File: src/rtl/pchk_pkg.sv
package pchk_pkg;

    localparam int ERR_W     = 5;
    localparam int ERR_PROT  = 0;
    localparam int ERR_WR    = 1;
    localparam int ERR_USR   = 2;
    localparam int ERR_RSV   = 3;
    localparam int ERR_FETCH = 4;
    localparam int RIGHTS_W  = 3;

    localparam logic [1:0] ACC_READ  = 2'd0;
    localparam logic [1:0] ACC_WRITE = 2'd1;
    localparam logic [1:0] ACC_EXEC  = 2'd2;

    typedef struct packed {
        logic                valid;
        logic                fault;
        logic [ERR_W-1:0]    err;
        logic [RIGHTS_W-1:0] rights;
    } pchk_res_t;

endpackage

File: src/rtl/pchk_walk.sv
module pchk_walk #(
    parameter int LEVELS = 4
) (
    input  logic [LEVELS-1:0] pte_user,
    input  logic [LEVELS-1:0] pte_write,
    input  logic [LEVELS-1:0] pte_present,
    input  logic [LEVELS-1:0] pte_rsvd_bad,
    output logic              comb_user,
    output logic              comb_write,
    output logic              walk_np,
    output logic              walk_rsv
);
    logic [LEVELS-1:0] lvl_bad;
    logic [LEVELS-1:0] lvl_rsv;
    logic              hit;

    // per-level classification of a walk failure
    for (genvar g = 0; g < LEVELS; g++) begin : g_lvl
        assign lvl_bad[g] = !pte_present[g] || pte_rsvd_bad[g];
        assign lvl_rsv[g] = pte_present[g] && pte_rsvd_bad[g];
    end

    // rights start as user+writable and are narrowed by every level
    assign comb_user  = &pte_user;
    assign comb_write = &pte_write;

    // the first failing level, seen from the top, decides the kind
    always_comb begin
        hit      = 1'b0;
        walk_np  = 1'b0;
        walk_rsv = 1'b0;
        for (int i = LEVELS - 1; i >= 0; i--) begin
            if (!hit && lvl_bad[i]) begin
                hit      = 1'b1;
                walk_rsv = lvl_rsv[i];
                walk_np  = !lvl_rsv[i];
            end
        end
    end

    // a walk failure is either missing or reserved, never both
    always_comb begin
        a_r5_kind_exclusive: assert (!(walk_np && walk_rsv));
    end

endmodule

File: src/rtl/pchk_priv.sv
module pchk_priv #(
    parameter int IDX_W = 5
) (
    input  logic wp,
    input  logic is_user,
    input  logic comb_user,
    input  logic comb_write,
    input  logic is_write,
    output logic allowed
);
    localparam int TBL_N = 1 << IDX_W;

    function automatic logic rule(input logic [IDX_W-1:0] ix);
        logic f_wp, f_usr, f_cu, f_cw, f_w;
        f_wp  = ix[4];
        f_usr = ix[3];
        f_cu  = ix[2];
        f_cw  = ix[1];
        f_w   = ix[0];
        if (f_usr) return f_cu && (f_cw || !f_w);
        return !f_w || f_cw || !f_wp;
    endfunction

    logic [TBL_N-1:0]  tbl;
    logic [IDX_W-1:0]  idx;

    for (genvar i = 0; i < TBL_N; i++) begin : g_tbl
        assign tbl[i] = rule(IDX_W'(i));
    end

    assign idx     = {wp, is_user, comb_user, comb_write, is_write};
    assign allowed = tbl[idx];

endmodule

File: src/rtl/pchk_err.sv
module pchk_err
    import pchk_pkg::*;
(
    input  logic             fault,
    input  logic             walk_np,
    input  logic             walk_rsv,
    input  logic             is_user,
    input  logic             is_write,
    input  logic             is_exec,
    input  logic             exec_guard,
    input  logic             addr_ext,
    input  logic             nx_en,
    output logic [ERR_W-1:0] err
);
    logic fetch_tag;

    assign fetch_tag = is_exec && (exec_guard || (addr_ext && nx_en));

    always_comb begin
        err = '0;
        if (fault) begin
            err[ERR_PROT]  = !walk_np;
            err[ERR_WR]    = is_write;
            err[ERR_USR]   = is_user;
            err[ERR_RSV]   = walk_rsv;
            err[ERR_FETCH] = fetch_tag;
        end
    end

endmodule

File: src/rtl/pchk_top.sv
module pchk_top
    import pchk_pkg::*;
#(
    parameter int LEVELS = 4
) (
    input  logic                clk,
    input  logic                rst_n,
    input  logic                chk_valid,
    input  logic [LEVELS-1:0]   pte_user,
    input  logic [LEVELS-1:0]   pte_write,
    input  logic [LEVELS-1:0]   pte_present,
    input  logic [LEVELS-1:0]   pte_rsvd_bad,
    input  logic                leaf_global,
    input  logic [1:0]          acc_kind,
    input  logic                cpl_user,
    input  logic                ctl_wp,
    input  logic                ctl_sup_exec_guard,
    input  logic                ctl_addr_ext,
    input  logic                ctl_nx_en,
    input  logic                walk_nx_hit,
    input  logic                ctl_global_en,
    output logic                res_valid,
    output logic                res_fault,
    output logic [ERR_W-1:0]    res_err,
    output logic [RIGHTS_W-1:0] res_rights
);
    logic comb_user, comb_write, walk_np, walk_rsv, allowed;
    logic is_write, is_exec, guard_hit, fault_now;
    logic [ERR_W-1:0] err_now;
    pchk_res_t res_d, res_q;

    assign is_write = (acc_kind == ACC_WRITE);
    assign is_exec  = (acc_kind == ACC_EXEC);

    pchk_walk #(.LEVELS(LEVELS)) u_walk (
        .pte_user     (pte_user),
        .pte_write    (pte_write),
        .pte_present  (pte_present),
        .pte_rsvd_bad (pte_rsvd_bad),
        .comb_user    (comb_user),
        .comb_write   (comb_write),
        .walk_np      (walk_np),
        .walk_rsv     (walk_rsv)
    );

    pchk_priv u_priv (
        .wp         (ctl_wp),
        .is_user    (cpl_user),
        .comb_user  (comb_user),
        .comb_write (comb_write),
        .is_write   (is_write),
        .allowed    (allowed)
    );

    // supervisor fetch from a user page under the guard
    assign guard_hit = ctl_sup_exec_guard && is_exec && !cpl_user && comb_user;
    assign fault_now = walk_np || walk_rsv || !allowed || walk_nx_hit || guard_hit;

    pchk_err u_err (
        .fault      (fault_now),
        .walk_np    (walk_np),
        .walk_rsv   (walk_rsv),
        .is_user    (cpl_user),
        .is_write   (is_write),
        .is_exec    (is_exec),
        .exec_guard (ctl_sup_exec_guard),
        .addr_ext   (ctl_addr_ext),
        .nx_en      (ctl_nx_en),
        .err        (err_now)
    );

    always_comb begin
        res_d       = res_q;
        res_d.valid = chk_valid;
        if (chk_valid) begin
            res_d.fault  = fault_now;
            res_d.err    = err_now;
            res_d.rights = fault_now ? '0
                         : {ctl_global_en && leaf_global, comb_user, comb_write};
        end
    end

    always_ff @(posedge clk or negedge rst_n) begin
        if (!rst_n) res_q <= '0;
        else        res_q <= res_d;
    end

    assign res_valid  = res_q.valid;
    assign res_fault  = res_q.fault;
    assign res_err    = res_q.err;
    assign res_rights = res_q.rights;

    a_r2_pulse_follows: assert property (@(posedge clk) disable iff (!rst_n)
        chk_valid |=> res_valid);
    a_r2_no_spurious: assert property (@(posedge clk) disable iff (!rst_n)
        !chk_valid |=> !res_valid);
    a_r2_hold: assert property (@(posedge clk) disable iff (!rst_n)
        !chk_valid |=> ($stable(res_fault) && $stable(res_err) && $stable(res_rights)));
    a_r3_no_rights_on_fault: assert property (@(posedge clk) disable iff (!rst_n)
        res_fault |-> (res_rights == '0));
    a_r9_clean_err: assert property (@(posedge clk) disable iff (!rst_n)
        !res_fault |-> (res_err == '0));
    a_r8_guard: assert property (@(posedge clk) disable iff (!rst_n)
        (chk_valid && ctl_sup_exec_guard && !cpl_user && acc_kind == ACC_EXEC && (&pte_user))
        |=> res_fault);
    a_r10_fetch_only_exec: assert property (@(posedge clk) disable iff (!rst_n)
        (chk_valid && acc_kind != ACC_EXEC) |=> !res_err[ERR_FETCH]);

endmodule

File: config.mk
export PLATFORM = sky130hd
export DESIGN_NAME = pchk_top
export DESIGN_NICKNAME = d
export VERILOG_FILES = /design/src/rtl/pchk_pkg.sv /design/src/rtl/pchk_walk.sv /design/src/rtl/pchk_priv.sv /design/src/rtl/pchk_err.sv /design/src/rtl/pchk_top.sv
export SDC_FILE = /design/constraint.sdc
export NUM_CORES = 1
export LEC_CHECK = 0
export ABC_AREA = 1
export BUFFER_PORTS_ARGS = -buffer_cell sky130_fd_sc_hd__buf_2
export CAP_MARGIN = 20
export CELL_PAD_IN_SITES_DETAIL_PLACEMENT = 1
export CELL_PAD_IN_SITES_GLOBAL_PLACEMENT = 1
export CORE_MARGIN = 10
export CORE_UTILIZATION = 28
export CTS_CLUSTER_SIZE = 24
export DETAILED_ROUTE_END_ITERATION = 8
export PLACE_DENSITY_LB_ADDON = 0.25
export SETUP_SLACK_MARGIN = 0.1
export SLEW_MARGIN = 30
export SYNTH_ARGS = -nofsm -noshare
export SYNTH_HDL_FRONTEND = slang
export SYNTH_HIERARCHICAL = 1
export SYNTH_SLANG_ARGS = --single-unit
File: constraint.sdc
create_clock -name clk -period 0.8 [get_ports clk]
set_input_delay 0.12 -clock clk [delete_from_list [all_inputs] [get_ports clk]]
set_output_delay 0.12 -clock clk [all_outputs]
set_load 0.01 [all_outputs]
==> impl_metrics.json <==
{
  "status": "finished, violations left",
  "violations": "setup timing",
  "max_slew_margin": 0.846,
  "synthTopCellsByCount": "44 x nand2_1, 19 x inv_1, 12 x nor2_1",
  "avgViaCountPerCell": 4.35,
  "grt_pass1_wl_mm": 4.02,
  "first_iter_violations": 17,
  "grt.total_usage": 0.0960,
  "r2r_start": "res_err[1]",
  "synth_compound_area_frac": 0.0126,
  "hold_violations": 0,
  "clockBufferDepth": 2,
  "ys_seq_elements": 10,
  "drc": 0,
  "worst-slew-pin-transition_ps": 230,
  "maxCapViolations": 0,
  "hpwl_mm": 2.07,
  "required_ps": 940,
  "cp_common_cell": "nand2_2",
  "r2r-end": "res_err[1]",
  "core_sq_mm": 0.00243,
  "routedWlPerCell_microns": 12.2,
  "criticalPathCategory": "in -> reg",
  "cpMaxStageDelayCell": "nor2_4",
  "cts_max_level": 1,
  "synth_edf_count": 0,
  "powerDensity_mw_per_mm2": 1070,
  "cts_tree": "yes",
  "synth_nets": 137,
  "antenna_found_initial": 0,
  "synth_top_area_cell": "dfrtp_1",
  "fp.dieH_microns": 69.8,
  "drv_slew": 0,
  "synth_xor_area_frac": 0,
  "setup_viol": 19,
  "clk_latency_ps": 250,
  "routabilityCongestion": 0.733,
  "ioPinCount": 39,
  "postRouteAntennaNets": 0,
  "endpoint_kind": "flop",
  "worstHoldStart": "chk_valid",
  "grt_pass1_vias": 1000,
  "diodes": 0,
  "period_share": 1.30,
  "fp.dieW_microns": 69.8,
  "clock.fmax_mhz": 960,
  "synth_cells": 108,
  "numCtsBuffers": 3,
  "yosysSeqAreaShare": 0.360,
  "synth_most_common_cell": "nand2_1",
  "period_minus_slack_ps": 1040,
  "grt-ovfl-total": 0,
  "synth_area_sq_um": 696,
  "worstHoldPathType": "in -> reg",
  "worstPathCellList": "buf_12, inv_12, nand2_4, nor2_4, nand2_2, nand2_2, nand2_2, inv_2, nand2_2, nor2_4, nand2_4, nand2_2, a21oi_2, nand2_1, nand2_1",
  "leakage_uw": 0.000751,
  "cp.arrival_ps": 1180,
  "first_pass_iters": 3,
  "synthMuxAreaShare": 0,
  "fin_ws_ps": -241,
  "fin_skew_ps": 0,
  "syn_area_per_cell_sq_um": 6.44,
  "synthTopCellsByArea": "dfrtp_1 36%, nand2_1 24%, inv_1 10%",
  "ys.warnings.count": 6,
  "grt_setup_unrepaired": "true",
  "clock-sinks": 10,
  "io_buffers": 38,
  "cp_max_fo": 6,
  "fin_nets": 203,
  "hold_depth": 1,
  "ys.flop_type": "dfrtp_1",
  "vias": 879,
  "start_util": 0.286,
  "pre_cts_ws_ps": -603,
  "reg2regPathDepth": 4,
  "path_clk_slew_ps": 60,
  "holdPathEnd": "res_valid",
  "synthAdderAreaFrac": 0,
  "whs_ps": 54.4,
  "synth_top_family_by_area": "simple AND/OR/NAND/NOR gates",
  "fillCellCount": 331,
  "synthDistinctLibCells": 14,
  "grt_start_max_net_pins": 11,
  "fp-row-count": 18,
  "dieArea_sq_mm": 0.00488,
  "rrSetupSlack_ps": -50,
  "cpPeakStageDelay_ps": 130,
  "cp-start-kind": "input pin",
  "synth-async-reset-ratio": 1.00,
  "syn_to_final_growth_pct": 80.0,
  "root_buffer": "clkbuf_4",
  "totalWireLength_mm": 2.46,
  "drive_gt1_frac": 0.547,
  "synth_top_area_frac": 0.360,
  "ir_worst_vdd_uv": 646,
  "synthSimpleGateAreaFrac": 0.493
}
## through the flow
| stage | setup TNS [ps] | power (uW) | std cells | area [sq um] | util |
|---|---|---|---|---|---|
| after floorplan | -2180 | 720 | 108 | 718 | - |
| after global placement | -4350 | 906 | 189 | 1040 | 0.427 |
| after detailed placement | -4990 | 924 | 189 | 1040 | 0.427 |
| after CTS | -2700 | 1300 | 197 | 1130 | 0.466 |
| after global routing | -3680 | 1450 | 202 | 1250 | 0.515 |
| final | -2640 | 1340 | 202 | 1250 | 0.515 |
## cell usage in the layout (no fill, tap or decap), drive strengths merged
master       count
a21oi            1
buf             61
clkbuf           3
dfrtp           10
dlygate4sd3      1
inv             22
nand2           49
nand3            5
nand3b           3
nand4            1
nor2            16
## repair_timing
| action | in CTS | in global routing |
|---|---|---|
| setup endpoints to repair | 19 | 19 |
| hold buffers | 1 | 0 |
| buffers inserted | 4 | 5 |
| pin swaps | 14 | 18 |
| endpoints found under the hold margin | 10 | 0 |
| cloned | 0 | 0 |
| resized for setup | 10 | 22 |
## layout make-up
cell class                 count  area (sq um)  area share
tap                           30          37.5      0.0300
multi-input combinational     75           417       0.333
clock buffer                   3          22.5      0.0180
timing repair buffer          62           428       0.342
inverter                      22          97.6      0.0779
sequential                    10           250       0.200
## power breakdown
group | leakage [uW] | internal, uW | switching [uW]
Clock | 0.0000138 | 173 | 151
Combinational | 0.000609 | 244 | 222
Sequential | 0.000129 | 537 | 18.7
Total | 0.000751 | 953 | 392
## metal layers
layer / global-route usage / routed length [microns] / vias to the layer above
met5: 0 / 0 / -
met4: 0.0329 / 21 / 0
met1: 0.0837 / 859 / 414
li1: - / - / 443
met2: 0.198 / 1480 / 20
met3: 0.0258 / 101 / 2
## kinds of logic (layout without fill, tap and decap cells)
kind of cell    count (synthesis)  after routing
simple gates                   74             74
buf+inv                        23             87
compound gates                  1              1
flops                          10             10
## registers in the layout (all words and copies together) (netlist names)
name        flops
res_rights      3
res_err         5
res_valid       1
res_fault       1
## critical path: cells and delay by family
family,cells,cell delay (ps)
AOI/OAI and AO/OA,1,40
and+or+nand+nor,11,820
buffers and inverters,3,210
## worst max path at each step
stage | startpoint | end | slack [ps]
2_1_floorplan | pte_rsvd_bad[3] | res_err[4] | -320
3_5_place_dp | pte_rsvd_bad[3] | res_err[2] | -600
3_3_place_gp | pte_rsvd_bad[3] | res_err[2] | -540
6_report | pte_rsvd_bad[3] | res_err[4] | -240
5_1_grt | pte_present[2] | res_err[4] | -330
4_1_cts | pte_rsvd_bad[2] | res_err[2] | -240
Note: power is estimated with default switching activity, not from simulation.
